`config.mk`:
```
export PLATFORM = sky130hd
export DESIGN_NAME = pkt_agg_engine
export DESIGN_NICKNAME = d
export VERILOG_FILES = /design/src/rtl/pkt_agg_engine.sv
export SDC_FILE = /design/constraint.sdc
export NUM_CORES = 1
export LEC_CHECK = 0
export BUFFER_PORTS_ARGS = -buffer_cell sky130_fd_sc_hd__buf_2
export CORE_UTILIZATION = 30
export CTS_CLUSTER_DIAMETER = 30
export DETAILED_ROUTE_END_ITERATION = 8
export PLACE_DENSITY = 0.44
export REMOVE_ABC_BUFFERS = 1
export SLEW_MARGIN = 15
export SYNTH_ARGS = -nofsm -noshare
export SYNTH_HDL_FRONTEND = slang
export SYNTH_SLANG_ARGS = --single-unit
```
`constraint.sdc`:
```
create_clock -name clk -period 5.5 [get_ports clk]
set_clock_uncertainty 0.15 [all_clocks]
set_input_delay 1.1 -clock clk [delete_from_list [all_inputs] [get_ports clk]]
set_output_delay 1.1 -clock clk [all_outputs]
set_load 0.02 [all_outputs]
```
`src/rtl/pkt_agg_engine.sv`:
```
module pkt_agg_engine #(
  parameter int NQ = 4,
  parameter int BD = 16,
  parameter int PD = 16,
  parameter int CW = 8,
  parameter int TW = 16,
  localparam int AW = $clog2(BD),
  localparam int PW = $clog2(PD),
  localparam int QI = (NQ > 1) ? $clog2(NQ) : 1
) (
  input  logic              clk,
  input  logic              rst_n,
  input  logic              rx_valid,
  input  logic              rx_sop,
  input  logic              rx_last,
  input  logic [7:0]        rx_data,
  input  logic [7:0]        cfg_nq,
  input  logic [NQ*8-1:0]   cfg_qid,
  input  logic [NQ*AW-1:0]  cfg_base,
  input  logic [NQ*PW-1:0]  cfg_hstart,
  input  logic [2*PD-1:0]   prog,
  input  logic [CW-1:0]     cfg_children,
  input  logic [TW-1:0]     cfg_timeout,
  input  logic              ld_en,
  input  logic [AW-1:0]     ld_addr,
  input  logic [7:0]        ld_data,
  input  logic [AW-1:0]     rd_addr,
  output logic [7:0]        rd_data,
  output logic [NQ-1:0]     done
);

  typedef enum logic [1:0] {IDLE = 2'd0, RUN = 2'd1, DROP = 2'd2} st_t;

  st_t                    st;
  logic [PW-1:0]          pc;
  logic [AW-1:0]          ptr;
  logic [QI-1:0]          qsel, hq;
  logic                   hdr_hit;
  logic [7:0]             mem [BD];
  logic [7:0]             cur, nv;
  logic [1:0]             op;
  logic                   hs, pl, wr, fin;
  logic [QI-1:0]          fq;
  logic [NQ-1:0][CW-1:0]  cnt_v;
  logic [NQ-1:0][TW-1:0]  tmr_v;

  assign hs  = rx_valid && rx_sop;
  assign pl  = rx_valid && !rx_sop;
  assign op  = prog[{pc, 1'b0} +: 2];
  assign cur = mem[ptr];
  assign wr  = pl && st == RUN && op != 2'd0;
  assign fin = rx_last && ((hs && hdr_hit) || (pl && st == RUN));
  assign fq  = hs ? hq : qsel;
  assign rd_data = mem[rd_addr];

  always_comb begin
    hdr_hit = 1'b0;
    hq = '0;
    for (int q = NQ - 1; q >= 0; q--)
      if (q < int'(cfg_nq) && cfg_qid[q*8 +: 8] == rx_data) begin
        hdr_hit = 1'b1;
        hq = QI'(q);
      end
  end

  always_comb begin
    case (op)
      2'd1:    nv = rx_data + cur;
      2'd2:    nv = (rx_data > cur) ? rx_data : cur;
      2'd3:    nv = (rx_data < cur) ? rx_data : cur;
      default: nv = cur;
    endcase
  end

  always_ff @(posedge clk or negedge rst_n) begin
    if (!rst_n) begin
      st   <= IDLE;
      pc   <= '0;
      ptr  <= '0;
      qsel <= '0;
    end else if (hs) begin
      qsel <= hq;
      ptr  <= cfg_base[hq*AW +: AW];
      pc   <= cfg_hstart[hq*PW +: PW];
      if (rx_last)      st <= IDLE;
      else if (hdr_hit) st <= RUN;
      else              st <= DROP;
    end else if (pl) begin
      if (wr) begin
        ptr <= ptr + 1'b1;
        pc  <= pc + 1'b1;
      end
      if (rx_last) st <= IDLE;
    end
  end

  always_ff @(posedge clk or negedge rst_n) begin
    if (!rst_n) begin
      for (int i = 0; i < BD; i++) mem[i] <= 8'd0;
    end else if (wr) begin
      mem[ptr] <= nv;
    end else if (ld_en) begin
      mem[ld_addr] <= ld_data;
    end
  end

  for (genvar g = 0; g < NQ; g++) begin : gq
    logic [CW-1:0] c;
    logic [TW-1:0] t;
    logic          d, act, bump, full, tout;

    assign act  = g < int'(cfg_nq);
    assign bump = fin && fq == QI'(g) && cfg_children != '0;
    assign full = bump && (c + 1'b1) == cfg_children;
    assign tout = cfg_timeout != '0 && t == cfg_timeout;

    always_ff @(posedge clk or negedge rst_n) begin
      if (!rst_n) begin
        c <= '0; t <= '0; d <= 1'b0;
      end else if (!act) begin
        c <= '0; t <= '0; d <= 1'b0;
      end else if (full || tout) begin
        c <= '0; t <= '0; d <= 1'b1;
      end else begin
        d <= 1'b0;
        c <= (cfg_children == '0) ? '0 : c + {{(CW-1){1'b0}}, bump};
        t <= (cfg_timeout == '0) ? '0 : t + 1'b1;
      end
    end

    assign done[g]  = d;
    assign cnt_v[g] = c;
    assign tmr_v[g] = t;
  end

endmodule


```
==> flow_metrics.tcl <==
set metrics [dict create \
    htreeDepth 3 \
    overflow 0 \
    reg2reg_to "mem[12]$_DFFE_PN0P_" \
    io_pins 170 \
    die-area_sq_mm 0.0563 \
    ys.flop_type "dfrtp_1" \
    postRouteAntennaNets 0 \
    nets 1944 \
    grt_pass1_vias 14549 \
    worstPathRequired_ns 5.83 \
    clk_pin_slew_ns 0.04 \
    routedWlPerCell_microns 24.0 \
    numCtsBuffers 76 \
    reg2reg_from "ptr[0]$_DFFE_PN0P_" \
    post_cts_buffers 0 \
    synthesis.area_sq_mm 0.0166 \
    die_w_microns 237 \
    ys_seq_area_share_pct 36.2 \
    post-place-ws_ns 0.824 \
    start_util_pct 30.6 \
    endpoint_kind "flop" \
    powerDensity_mw_per_mm2 452 \
    cp-startpoint "ptr[0]$_DFFE_PN0P_" \
    cp_max_fo 37 \
    drv_slew 0 \
    drt-initial-drc-count 1189 \
    fin_hold_ws_ns 0.374 \
    syn2layout_area_growth_pct 25.0 \
    clockBufferDepth 3 \
    crit_family "compound AO/OA/AOI/OAI gates" \
    crit_slowest_cell "mux4_2" \
    hpwl_mm 41.5 \
    drt_wl_total_mm 60.0 \
    drtPass1Iterations 6 \
    crit_chain "buf_12 -> mux4_2 -> mux4_2 -> inv_1 -> ha_1 -> a21oi_1 -> o21ai_0 -> o21a_1 -> o21bai_1 -> a21oi_1 -> a222oi_1 -> buf_4 -> o21ai_0" \
    maxCapViolCount 0 \
    ys_ff_latch 240 \
    critical_path_class "reg2reg" \
    fillers 5360 \
    period_needed_ns 4.73 \
    p_int_mw 6.31 \
    status "finished clean" \
    multi_input_area_sq_mm 0.00998 \
    grt_util_all_layers_pct 21.5 \
    comb_power_share_pct 25.8 \
    synth_area_per_cell_sq_um 10.4 \
    timing.fmax_ghz 0.211 \
    ctsResizeCount 0 \
    cts_hold_buffers 0 \
    peakVddDrop_mv 0.281 \
    timing.final.hold_violations 0 \
    cp_num_cells 13 \
    port_buffers 169 \
    power.switching_mw 3.08 \
    synth.largest_area_cell "dfrtp_1" \
    finalSetupTns_ns 0 \
    yosys_warnings 0 \
    reg2reg_slack_ns 0.77 \
    async_flop_share_pct 100 \
    grt_antenna_before_repair 11 \
    arrival_ns 5.06 \
    grt_pass1_wl_mm 91.6 \
    synth.area.top_cells "dfrtp_1 (36%), mux4_2 (12%), xnor2_1 (6.1%)" \
    diodes 0 \
    drc_errors 0 \
    pwr-share-seq_pct 28.4 \
    worst-path-buf-inv 3 \
    rows 85 \
    drive_gt1_share_pct 26.7 \
    seq_area_sq_mm 0.00601 \
    rsz0062_at_grt "no" \
    via_count 14356 \
    setup_violations 0 \
    cp_slowest_stage_delay_ns 0.60 \
    fin_crit_sh_pct 86.0 \
    via_per_inst 5.74 \
    core_area_sq_mm 0.0542 \
    fp.dieH_microns 237 \
    reg2reg_depth 13 \
    layout_setup_ws_ns 0.770 \
    cts_tree "done" \
    clk_latency_ns 0.59 \
    relSlewSlack_pct 19.2 \
    cts_sinks 240 \
    clkPwrFrac_pct 45.8 \
    swShare_pct 32.8 \
    power_leakage_nw 8.42 \
    grt_max_degree 113 \
    cts_root_buf "clkbuf_16" \
    yosysTopAreaCellShare_pct 36.2 \
    gp_congestion 0.830 \
    cp-endpoint "mem[12]$_DFFE_PN0P_" \
    hold_path_class "reg2reg" \
    worst_slew_pin_slew_ns 1.20 \
    critPathLaunchType "flop" \
    netlist_instances 1590 \
    yosysUniqueCellTypes 73 \
    synth_edf_count 0 \
]
==> registers in the layout (all words and copies together) (netlist names) <==
| name | flops |
|---|---|
| gq.c | 32 |
| gq.d | 4 |
| gq.t | 64 |
| mem | 128 |
| pc | 4 |
| ptr | 4 |
| qsel | 2 |
| st | 2 |
==> layer usage <==
metal  wire [microns]  track usage (%)  up-vias
met4             2230             8.72        6
met5               41                0        -
met3             4370             5.49      144
li1                 -                -     6422
met2            28200             35.0      595
met1            25200             27.2     7189
==> area by class of cell <==
cell class / instances / area share (%)
clock inverter: 33 / 1.77
tap: 696 / 4.20
multi-input combinational: 1194 / 48.1
sequential: 240 / 29.0
inverter: 25 / 0.458
clock buffer: 104 / 10.6
timing repair buffer: 211 / 5.89
==> Yosys cell counts (17+ instances only) <==
library cell	n
inv_1	23
ha_1	37
buf_1	17
mux4_2	90
nand3_1	66
xor2_1	111
nand2_1	72
xnor2_1	115
o21ai_0	131
clkbuf_1	92
and3_1	20
nor4_1	92
a22oi_1	130
nor2_1	61
dfrtp_1	240
nor3_1	26
a21oi_1	25
nand4_1	36
==> worst min path at each step <==
stage	from	end	slack, ns	cells past startpoint
2_1_floorplan	mem[104]$_DFFE_PN0P_	mem[104]$_DFFE_PN0P_	0.33	2
3_3_place_gp	mem[65]$_DFFE_PN0P_	mem[65]$_DFFE_PN0P_	0.35	2
3_5_place_dp	mem[105]$_DFFE_PN0P_	mem[105]$_DFFE_PN0P_	0.36	2
4_1_cts	mem[105]$_DFFE_PN0P_	mem[105]$_DFFE_PN0P_	0.37	2
5_1_grt	mem[71]$_DFFE_PN0P_	mem[71]$_DFFE_PN0P_	0.40	2
6_report	mem[2]$_DFFE_PN0P_	mem[2]$_DFFE_PN0P_	0.37	2
==> stage by stage <==
| step | total power [mW] | area [sq um] | utilization, % | std cells |
|---|---|---|---|---|
| floorplan | 4.10 | 16000 | - | 1459 |
| global placement | 5.07 | 18200 | 33.5 | 2366 |
| detailed placement | 5.08 | 18200 | 33.5 | 2366 |
| CTS | 9.44 | 20700 | 38.2 | 2503 |
| global route | 9.85 | 20700 | 38.2 | 2503 |
| finish | 9.38 | 20700 | 38.2 | 2503 |
==> worst min-delay path: cells and delay by family, from the launching register on <==
| family | cells | cell delay [ns] |
|---|---|---|
| flops | 1 | 0.35 |
| compound gates | 2 | 0.14 |
==> placed cells by master, fill, tap and decap left out, drive strengths merged, types with 4 or more instances in the layout <==
cell type / netlist / layout
or3: 4 / 4
o21a: 7 / 7
a21oi: 26 / 26
buf: 39 / 211
nand2: 72 / 72
clkinv: 1 / 22
nand2b: 8 / 8
a31oi: 18 / 18
inv: 24 / 26
nor4: 103 / 103
bufinv: 0 / 6
o21ai: 142 / 142
xor2: 111 / 111
nand4: 36 / 36
mux4: 97 / 97
xnor2: 115 / 115
mux2i: 5 / 5
and2: 10 / 10
and4: 11 / 11
nor3: 38 / 38
clkinvlp: 0 / 4
o31ai: 4 / 4
ha: 37 / 37
clkbuf: 92 / 104
a22oi: 130 / 130
and3: 21 / 21
dfrtp: 240 / 240
or4: 6 / 6
nand3: 66 / 66
a222oi: 4 / 4
o22ai: 5 / 5
nor2: 61 / 61
nor4b: 9 / 9
nor2b: 12 / 12
==> logic make-up after synthesis <==
kind of cell,Yosys count,synth area share [%]
XOR/XNOR,226,11.9
flip-flops,240,36.2
AND/OR/NAND/NOR,467,16.9
buffers and inverters,156,3.92
multiplexers,102,13.8
AO/OA/AOI/OAI,361,14.4
adder cells (fa/ha/maj),38,2.91
==> power by group through the flow <==
stage	logic, mW	clock network (mW)	registers (mW)
after floorplan	1.54	0	2.55
after CTS	2.42	4.36	2.66
after global placement	2.40	0	2.67
after global routing	2.63	4.48	2.73
after detailed placement	2.41	0	2.67
final	2.42	4.30	2.67
No activity file was read; power rests on OpenSTA's default activity.
